File: src/rtl/hz_pkg.sv
package hz_pkg;
  typedef enum logic [1:0] {
    SEL_RF  = 2'd0,
    SEL_MEM = 2'd1,
    SEL_WB  = 2'd2
  } byp_sel_e;
endpackage

File: src/rtl/hz_bypass.sv
module hz_bypass #(
  parameter int REG_AW = 5
) (
  input  logic              clk,
  input  logic              rst_n,
  input  logic [REG_AW-1:0] src,
  input  logic [REG_AW-1:0] mem_rd,
  input  logic              mem_wen,
  input  logic [REG_AW-1:0] wb_rd,
  input  logic              wb_wen,
  output logic [1:0]        sel
);
  import hz_pkg::*;
  localparam logic [REG_AW-1:0] ZERO_REG = '0;

  logic mem_hit, wb_hit;
  byp_sel_e sel_e;

  assign mem_hit = mem_wen && (mem_rd != ZERO_REG) && (mem_rd == src);
  assign wb_hit  = wb_wen  && (wb_rd  != ZERO_REG) && (wb_rd  == src);

  // younger entry checked first
  always_comb begin
    if (mem_hit)     sel_e = SEL_MEM;
    else if (wb_hit) sel_e = SEL_WB;
    else             sel_e = SEL_RF;
  end

  assign sel = rst_n ? sel_e : 2'd0;


  sel_not_reserved_chk: assert property (@(posedge clk) disable iff (!rst_n)
    sel != 2'd3);

  sel_mem_source_chk: assert property (@(posedge clk) disable iff (!rst_n)
    (sel == 2'd1) |-> (mem_wen && mem_rd != 0 && mem_rd == src));

  sel_wb_source_chk: assert property (@(posedge clk) disable iff (!rst_n)
    (sel == 2'd2) |-> (wb_wen && wb_rd != 0 && wb_rd == src &&
                       !(mem_wen && mem_rd != 0 && mem_rd == src)));
endmodule

File: src/rtl/hz_loaduse.sv
module hz_loaduse #(
  parameter int REG_AW = 5
) (
  input  logic [REG_AW-1:0] ex_rd,
  input  logic              ex_wen,
  input  logic              ex_load,
  input  logic [REG_AW-1:0] id_rs1,
  input  logic [REG_AW-1:0] id_rs2,
  input  logic              id_use1,
  input  logic              id_use2,
  output logic              hazard
);
  localparam logic [REG_AW-1:0] ZERO_REG = '0;
  logic producer, hit1, hit2;

  assign producer = ex_load && ex_wen && (ex_rd != ZERO_REG);
  assign hit1     = id_use1 && (id_rs1 == ex_rd);
  assign hit2     = id_use2 && (id_rs2 == ex_rd);
  assign hazard   = producer && (hit1 || hit2);
endmodule

File: src/rtl/hz_steer.sv
module hz_steer (
  input  logic clk,
  input  logic rst_n,
  input  logic lu_hazard,
  input  logic br_taken,
  output logic hold_front,
  output logic kill_idex,
  output logic kill_ifid
);
  logic hold_raw, kill_id_raw, kill_if_raw;

  // branch redirect wins: a slot about to be killed must not hold
  assign hold_raw    = lu_hazard && !br_taken;
  assign kill_id_raw = hold_raw || br_taken;
  assign kill_if_raw = br_taken;

  assign hold_front = rst_n && hold_raw;
  assign kill_idex  = rst_n && kill_id_raw;
  assign kill_ifid  = rst_n && kill_if_raw;


  hold_bubble_chk: assert property (@(posedge clk) disable iff (!rst_n)
    hold_front |-> (kill_idex && !kill_ifid));

  redirect_no_hold_chk: assert property (@(posedge clk) disable iff (!rst_n)
    br_taken |-> !hold_front);
endmodule

File: src/rtl/hz_ctrl.sv
module hz_ctrl #(
  parameter int REG_AW = 5
) (
  input  logic              clk,
  input  logic              rst_n,
  input  logic [REG_AW-1:0] id_rs1,
  input  logic [REG_AW-1:0] id_rs2,
  input  logic              id_use1,
  input  logic              id_use2,
  input  logic [REG_AW-1:0] ex_rs1,
  input  logic [REG_AW-1:0] ex_rs2,
  input  logic [REG_AW-1:0] ex_rd,
  input  logic              ex_wen,
  input  logic              ex_load,
  input  logic              br_taken,
  input  logic [REG_AW-1:0] mem_rd,
  input  logic              mem_wen,
  input  logic [REG_AW-1:0] wb_rd,
  input  logic              wb_wen,
  output logic [1:0]        byp_a_sel,
  output logic [1:0]        byp_b_sel,
  output logic              hold_front,
  output logic              kill_idex,
  output logic              kill_ifid
);
  localparam int N_OPS = 2;

  logic [REG_AW-1:0] ops_src [N_OPS];
  logic [1:0]        ops_sel [N_OPS];
  logic              lu_hazard;

  assign ops_src[0] = ex_rs1;
  assign ops_src[1] = ex_rs2;

  for (genvar g = 0; g < N_OPS; g++) begin : g_op
    hz_bypass #(.REG_AW(REG_AW)) u_byp (
      .clk    (clk),
      .rst_n  (rst_n),
      .src    (ops_src[g]),
      .mem_rd (mem_rd),
      .mem_wen(mem_wen),
      .wb_rd  (wb_rd),
      .wb_wen (wb_wen),
      .sel    (ops_sel[g])
    );
  end

  assign byp_a_sel = ops_sel[0];
  assign byp_b_sel = ops_sel[1];

  hz_loaduse #(.REG_AW(REG_AW)) u_lu (
    .ex_rd  (ex_rd),
    .ex_wen (ex_wen),
    .ex_load(ex_load),
    .id_rs1 (id_rs1),
    .id_rs2 (id_rs2),
    .id_use1(id_use1),
    .id_use2(id_use2),
    .hazard (lu_hazard)
  );

  hz_steer u_steer (
    .clk       (clk),
    .rst_n     (rst_n),
    .lu_hazard (lu_hazard),
    .br_taken  (br_taken),
    .hold_front(hold_front),
    .kill_idex (kill_idex),
    .kill_ifid (kill_ifid)
  );


  redirect_kills_chk: assert property (@(posedge clk) disable iff (!rst_n)
    br_taken |-> (kill_ifid && kill_idex));

  nonload_no_hold_chk: assert property (@(posedge clk) disable iff (!rst_n)
    !ex_load |-> !hold_front);
endmodule

File: config.mk
export PLATFORM = sky130hd
export DESIGN_NAME = hz_ctrl
export DESIGN_NICKNAME = d
export VERILOG_FILES = /design/src/rtl/hz_pkg.sv /design/src/rtl/hz_bypass.sv /design/src/rtl/hz_loaduse.sv /design/src/rtl/hz_steer.sv /design/src/rtl/hz_ctrl.sv
export SDC_FILE = /design/constraint.sdc
export NUM_CORES = 1
export LEC_CHECK = 0
export BUFFER_PORTS_ARGS = -buffer_cell sky130_fd_sc_hd__buf_4
export CAP_MARGIN = 30
export CORE_AREA = 2 2 39 41
export DETAILED_ROUTE_END_ITERATION = 6
export DIE_AREA = 0 0 41 43
export GPL_TIMING_DRIVEN = 0
export PLACE_DENSITY = 0.93
export SETUP_SLACK_MARGIN = 0.2
export SYNTH_ARGS = -nofsm -noshare
export SYNTH_HDL_FRONTEND = slang
export SYNTH_HIERARCHICAL = 1
export SYNTH_SLANG_ARGS = --single-unit
File: constraint.sdc
create_clock -name vclk -period 1.55
set_input_delay 0.0775 -clock vclk [all_inputs]
set_output_delay 0.0775 -clock vclk [all_outputs]
set_load 0.005 [all_outputs]
==> results of run 1 <==
==> metal layers <==
| metal | GRT usage | share of wire | up-vias | routed length (um) |
|---|---|---|---|---|
| li1 | - | - | 327 | - |
| met1 | 0.234 | 0.37 | 304 | 645 |
| met2 | 0.422 | 0.56 | 28 | 985 |
| met3 | 0 | 0.072 | 0 | 126 |
| met4 | 0 | 0 | 0 | 0 |
| met5 | 0 | 0 | - | 0 |
==> critical path, stage by stage <==
cell,delay (ns)
buf_4,0.12
xor2_1,0.16
nor4_2,0.30
nand3_1,0.15
a21oi_2,0.16
and3b_1,0.18
buf_4,0.11
==> what timing repair did <==
action | in CTS | in global routing
endpoints found under the hold margin | 0 | 0
pin swaps | 4 | 2
resized for setup | 5 | 1
setup endpoints to repair | 2 | 2
buffers inserted | 0 | 0
==> layout by cell type, fill, tap and decap left out <==
cell type,Yosys,layout
and2_1,2,2
nand3_1,2,2
o211ai_2,1,1
or2_1,2,2
and2_2,1,1
or4_4,0,1
o21a_1,1,1
o21ai_1,2,2
inv_1,2,2
nand4_1,2,2
nor4_1,4,2
a21oi_2,0,1
and3b_1,1,1
nand2_1,2,2
nor3_2,4,4
o21ai_0,2,2
xor2_1,14,14
and4_4,2,2
nor4_2,2,4
buf_6,0,2
buf_4,0,48
o2111ai_1,2,2
xnor2_1,12,12
==> through the flow <==
step	total power, mW	setup slack (ns)
floorplan	0.0802	0.504
global route	0.243	0.172
global placement	0.206	0.224
CTS	0.222	0.196
finish	0.224	0.205
detailed placement	0.216	0.114
==> power groups by stage <==
| stage | clock, mW | combinational (mW) | sequential [mW] |
|---|---|---|---|
| 3_3_place_gp | 0 | 0.206 | 0 |
| 3_5_place_dp | 0 | 0.216 | 0 |
| 6_report | 0 | 0.224 | 0 |
| 5_1_grt | 0 | 0.243 | 0 |
| 2_1_floorplan | 0 | 0.0802 | 0 |
| 4_1_cts | 0 | 0.222 | 0 |
==> cell families (layout without fill, tap and decap cells) <==
group / Yosys count / count (layout) / share of synthesized area
XOR/XNOR: 26 / 26 / 0.465
AND/OR/NAND/NOR: 25 / 25 / 0.391
buffers and inverters: 2 / 52 / 0.0154
AO/OA/AOI/OAI: 9 / 9 / 0.128
==> how the worst max path moves through the flow <==
stage                   from          to  slack (ns)
finish              ex_rd[3]  hold_front        0.21
global route        ex_rd[4]  hold_front        0.17
CTS                 ex_rd[1]   kill_idex        0.20
detailed placement  ex_rd[1]  hold_front        0.11
global placement    ex_rd[3]   kill_idex        0.22
floorplan           ex_rd[3]   kill_idex        0.50
==> area by class of cell <==
type / instances / area, um^2
Multi-Input combinational cell: 60 / 502
Fill cell: 122 / 472
Timing Repair Buffer: 50 / 383
Tap cell: 16 / 20.0
Inverter: 2 / 7.51
==> impl_metrics.json, run 1 <==
{
  "status": "complete, no violations",
  "drive_gt1_frac": 0.571,
  "dieArea_um2": 1760,
  "peakVddDrop_v": 0.000117,
  "hp-start": "br_taken",
  "design_area_um2": 912,
  "p_int_mw": 0.130,
  "synthTopCellsByCount": "14 x xor2_1, 12 x xnor2_1, 4 x nor3_2, 4 x nor4_1",
  "grt_pass1_wl_um": 2690,
  "clkbuf_count": 0,
  "synth_nets": 106,
  "drc": 0,
  "setup_viol": 0,
  "grt_pass1_vias": 653,
  "dieWidth_um": 41,
  "relSlewSlack": 0.821,
  "cp.required_ns": 1.47,
  "ys_seq_area_frac": 0,
  "vias_per_cell": 5.15,
  "yosysWarnings": 6,
  "hold_depth": 3,
  "syn-cell-area_um2": 489,
  "place_area_um2": 885,
  "worst_slew_pin_slew_ns": 0.266,
  "diodes": 0,
  "cp_max_fo": 3,
  "post-route-min-period_ns": 1.34,
  "cp-end-kind": "output port",
  "port_buffers": 50,
  "start_util": 0.354,
  "max_freq_mhz": 744,
  "p_per_area_nw_per_um2": 246,
  "first_pass_iters": 4,
  "grt-ovfl-total": 0,
  "drt_iter0_markers": 3,
  "hold_buffers": 0,
  "critPathKind": "input port to output port",
  "pwr-share-comb": 1.000,
  "power.switching_mw": 0.0941,
  "seq_cells": 0,
  "ioPinCount": 51,
  "fin_nets": 158,
  "num_rows": 14,
  "hold-path-endpoint": "kill_idex",
  "min_path_type": "input port to output port",
  "post-dp-hpwl_um": 1560,
  "routed_wl_um": 1760,
  "post-synth-top-count-cell": "xor2_1",
  "final_hold_viol_count": 0,
  "layout.cells.non_filler": 128,
  "arrival_ns": 1.27,
  "drv_cap": 0,
  "timing.setup.tns_ns": 0,
  "die-height_um": 43,
  "grt_max_degree": 8,
  "swShare": 0.420,
  "register_area_um2": 0,
  "grt_usage": 0.209,
  "fin_util": 0.659,
  "gp_congestion": 0.637,
  "grt_antenna_before_repair": 0,
  "area_growth_pct": 86.4,
  "rsz0062_at_grt": "true",
  "avgRoutedWirePerCell_um": 13.7,
  "p_leak_nw": 0.404,
  "synth_area_leaders": "xor2_1 25%, xnor2_1 21%, nor3_2 8.2%",
  "drv_slew": 0,
  "vias": 659,
  "period_share": 0.867,
  "p_clk_frac": 0,
  "synthCells": 62,
  "worstSetupStartpointType": "input port",
  "p_seq_frac": 0,
  "postRouteAntennaNets": 0,
  "synth_top_area_cell": "xor2_1",
  "core_um2": 1380,
  "dp.cells": 128,
  "avgSynthCellArea_um2": 7.89,
  "ys_types": 21,
  "whs_ns": 0.456,
  "yosysTopAreaCellShare": 0.251
}
Power figures use the tool's default switching activity.
==> run 2: changes to the inputs <==
--- a/config.mk
+++ b/config.mk
@@ -7,9 +7,8 @@
 export LEC_CHECK = 0
 export BUFFER_PORTS_ARGS = -buffer_cell sky130_fd_sc_hd__buf_4
 export CAP_MARGIN = 30
-export CORE_AREA = 2 2 39 41
+export CORE_UTILIZATION = 37
 export DETAILED_ROUTE_END_ITERATION = 6
-export DIE_AREA = 0 0 41 43
 export GPL_TIMING_DRIVEN = 0
 export PLACE_DENSITY = 0.93
 export SETUP_SLACK_MARGIN = 0.2
==> constraint.sdc (replaced) <==
create_clock -name vclk -period 1.3
set_input_delay 0.065 -clock vclk [all_inputs]
set_output_delay 0.065 -clock vclk [all_outputs]
set_load 0.005 [all_outputs]
==> impl_metrics.json, run 2 (synthesis results as in run 1) <==
{
  "status": "complete, but fails checks",
  "violations": "setup timing",
  "whs_ns": 0.434,
  "max_freq_mhz": 752,
  "worstSetupStartpointType": "input port",
  "cp.required_ns": 1.24,
  "core_um2": 1170,
  "swShare": 0.453,
  "avgRoutedWirePerCell_um": 21.0,
  "grt_antenna_before_repair": 0,
  "drv_cap": 0,
  "grt_usage": 0.259,
  "final_cell_mix": "36 x buf_4, 12 x xnor2_1, 11 x buf_6, 9 x xor2_1, 5 x xor2_2",
  "cp_max_fo": 2,
  "p_int_mw": 0.176,
  "vias": 745,
  "worst_slew_pin_slew_ns": 0.336,
  "die-height_um": 38.4,
  "critPathKind": "input port to output port",
  "register_area_um2": 0,
  "relSlewSlack": 0.774,
  "p_per_area_nw_per_um2": 312,
  "power.switching_mw": 0.146,
  "layout_commonest_cell": "buf_4",
  "crit_path_start": "id_rs2[0]",
  "setup_viol": 1,
  "num_rows": 12,
  "pwr-share-comb": 1.000,
  "start_util": 0.418,
  "fin_util": 0.881,
  "rsz0062_at_grt": "true",
  "first_pass_iters": 4,
  "hold_buffers": 0,
  "seq_cells": 0,
  "final.setup.worst_slack_ns": -0.0302,
  "hp-start": "br_taken",
  "routed_wl_um": 2650,
  "fillers": 59,
  "grt_pass1_vias": 585,
  "peakVddDrop_v": 0.000209,
  "p_clk_frac": 0,
  "final_hold_viol_count": 0,
  "vias_per_cell": 5.91,
  "drc": 0,
  "design_area_um2": 1030,
  "grt-ovfl-total": 0,
  "port_buffers": 50,
  "grt_pass1_wl_um": 2700,
  "drive_gt1_frac": 0.634,
  "post-dp-hpwl_um": 1530,
  "period_share": 1.02,
  "layout.cells.non_filler": 126,
  "postRouteAntennaNets": 0,
  "drt_iter0_markers": 18,
  "p_seq_frac": 0,
  "place_area_um2": 882,
  "diodes": 0,
  "grt_max_degree": 8,
  "dieArea_um2": 1470,
  "fin_total_pwr_mw": 0.322,
  "hold-path-endpoint": "kill_idex",
  "fin_nets": 158,
  "clkbuf_count": 0,
  "dp.cells": 126,
  "hold_depth": 3,
  "p_leak_nw": 0.436,
  "area_growth_pct": 111,
  "drv_slew": 0,
  "ioPinCount": 51,
  "min_path_type": "input port to output port",
  "post-route-min-period_ns": 1.33,
  "cp-end-kind": "output port",
  "gp_congestion": 0.822,
  "arrival_ns": 1.27,
  "dieWidth_um": 38.4
}
## run 2: cell counts in the layout (fill, tap and decap cells not counted)
No cell type changed its count.
## run 2: worst max-delay path, cell delays in order
cell	delay, ns
buf_6	0.10
xor2_2	0.17
nor4_2	0.32
nand3_1	0.17
a21oi_2	0.18
and3b_1	0.16
buf_4	0.10
## run 2: cell type report
cell class / count / area (um^2) / area share
multi-input combinational: 60 / 568 / 0.550
timing repair buffer: 50 / 439 / 0.425
tap: 14 / 17.5 / 0.0170
inverter: 2 / 7.51 / 0.00727
## run 2: through the flow
step           setup slack (ns)  TNS (ns)
5_1_grt                  -0.108    -0.185
4_1_cts                  0.0208         0
3_5_place_dp            -0.0256   -0.0413
6_report                -0.0302   -0.0302
3_3_place_gp           -0.00546  -0.00546
2_1_floorplan             0.279         0
## run 2: per-layer routing
layer / vias up / global-route usage / wire length, um
met1: 355 / 0.307 / 963
met4: 0 / 0 / 135
met3: 16 / 0.00581 / 134
met2: 50 / 0.534 / 1420
li1: 324 / - / -
met5: - / 0 / 0
## run 2: power by group through the flow
stage / Clock (mW) / Combinational [mW] / Sequential, mW
detailed placement: 0 / 0.257 / 0
floorplan: 0 / 0.0956 / 0
CTS: 0 / 0.275 / 0
finish: 0 / 0.322 / 0
global route: 0 / 0.337 / 0
global placement: 0 / 0.246 / 0
## run 2: how the worst max path moves through the flow
| stage | to | cells after the start | slack (ns) |
|---|---|---|---|
| after floorplan | kill_idex | 4 | 0.28 |
| after global placement | kill_idex | 6 | -0.005 |
| after detailed placement | kill_idex | 6 | -0.03 |
| final | hold_front | 7 | -0.03 |
| after CTS | hold_front | 6 | 0.02 |
| after global routing | hold_front | 7 | -0.11 |
## run 2: what timing repair did
action,4_1_cts,5_1_grt
setup buffers,0,0
gates cloned,0,0
resized for setup,11,20
pin swaps,6,18
endpoints found under the setup margin,6,6
==> run 3: changes to the inputs <==
==> constraint.sdc (replaced) <==
create_clock -name vclk -period 1.3
set_input_delay 0.065 -clock vclk [all_inputs]
set_output_delay 0.065 -clock vclk [all_outputs]
set_load 0.01 [all_outputs]
==> impl_metrics.json, run 3 (synthesis results as in run 1) <==
{
  "violations": "setup timing",
  "seq_cells": 0,
  "drv_cap": 0,
  "grt_pass1_wl_um": 2910,
  "arrival_ns": 1.26,
  "post-dp-hpwl_um": 1530,
  "grt_antenna_before_repair": 0,
  "layout_commonest_cell": "buf_4",
  "dieArea_um2": 1470,
  "power.switching_mw": 0.145,
  "max_freq_mhz": 757,
  "avgRoutedWirePerCell_um": 19.3,
  "worst_slew_pin_slew_ns": 0.287,
  "drive_gt1_frac": 0.637,
  "final.setup.worst_slack_ns": -0.0209,
  "fin_nets": 159,
  "port_buffers": 50,
  "grt_usage": 0.278,
  "worstSetupStartpointType": "input port",
  "grt-ovfl-total": 0,
  "die-height_um": 38.4,
  "p_leak_nw": 0.444,
  "cp_max_fo": 3,
  "fin_total_pwr_mw": 0.324,
  "gp_congestion": 0.822,
  "swShare": 0.447,
  "postRouteAntennaNets": 0,
  "clkbuf_count": 0,
  "ioPinCount": 51,
  "vias": 701,
  "area_growth_pct": 114,
  "routed_wl_um": 2460,
  "setup_viol": 1,
  "hold_buffers": 0,
  "start_util": 0.418,
  "p_clk_frac": 0,
  "drv_slew": 0,
  "drt_iter0_markers": 10,
  "grt_pass1_vias": 622,
  "core_um2": 1170,
  "min_path_type": "input port to output port",
  "diodes": 0,
  "cp.required_ns": 1.24,
  "pwr-share-comb": 1.000,
  "critPathKind": "input port to output port",
  "dieWidth_um": 38.4,
  "post-route-min-period_ns": 1.32,
  "first_pass_iters": 4,
  "p_seq_frac": 0,
  "period_share": 1.02,
  "register_area_um2": 0,
  "vias_per_cell": 5.52,
  "p_int_mw": 0.179,
  "relSlewSlack": 0.809,
  "drc": 0,
  "final_hold_viol_count": 0,
  "num_rows": 12,
  "final_cell_mix": "35 x buf_4, 13 x buf_6, 12 x xnor2_1, 8 x xor2_1, 6 x xor2_2",
  "cp-end-kind": "output port",
  "rsz0062_at_grt": "true",
  "timing.setup.tns_ns": -0.0209,
  "grt_max_degree": 8,
  "fillers": 57,
  "status": "complete, but fails checks",
  "p_per_area_nw_per_um2": 309,
  "peakVddDrop_v": 0.000243
}
run 3: cell count changes in the layout (fill, tap and decap cells not counted), sizes merged:
| cell | before | now |
|---|---|---|
| buf | 50 | 51 |
run 3: path summary, 6_finish.rpt:
| check | from | to | slack [ns] | depth (start not counted) |
|---|---|---|---|---|
| min | br_taken | kill_idex | 0.45 | 3 |
| max | ex_rd[0] | hold_front | -0.02 | 7 |
run 3: worst max-delay path, stage by stage:
cell and delay (ns):
buf_4 0.13, xor2_1 0.15, nor4_1 0.30, nand3_1 0.14, a21oi_2 0.18, and3b_1 0.19
buf_6 0.10
run 3: power groups by stage:
stage / Sequential [mW] / Clock [mW] / Combinational, mW
after CTS: 0 / 0 / 0.281
final: 0 / 0 / 0.324
after detailed placement: 0 / 0 / 0.259
after floorplan: 0 / 0 / 0.0974
after global routing: 0 / 0 / 0.342
after global placement: 0 / 0 / 0.248
run 3: layout make-up:
class / count / area (um^2) / share of cell area
timing repair buffer: 51 / 454 / 0.433
multi-input combinational: 60 / 569 / 0.543
inverter: 2 / 7.51 / 0.00716
tap: 14 / 17.5 / 0.0167
run 3: stage by stage:
stage | instances | hold WS (ns) | worst slack, ns | utilization | instance area [um^2]
2_1_floorplan | 62 | 0.242 | 0.255 | - | 489
3_3_place_gp | 126 | 0.438 | -0.0138 | 0.753 | 882
3_5_place_dp | 126 | 0.442 | -0.0339 | 0.753 | 882
4_1_cts | 127 | 0.432 | -0.00969 | 0.816 | 956
5_1_grt | 127 | 0.470 | -0.0994 | 0.895 | 1050
6_report | 127 | 0.453 | -0.0209 | 0.895 | 1050
run 3: what timing repair did:
action | CTS | global route
cloned | 0 | 0
pin swaps | 10 | 12
gates resized for setup | 13 | 20
setup endpoints to repair | 6 | 6
endpoints found under the hold margin | 0 | 0
buffers inserted | 1 | 0
run 3: per-layer routing:
layer	wire length (um)	track usage	vias to the layer above
met5	0	0	-
met4	38	0.0172	0
met3	118	0.0233	6
met2	1390	0.538	35
met1	914	0.340	336
li1	-	-	324
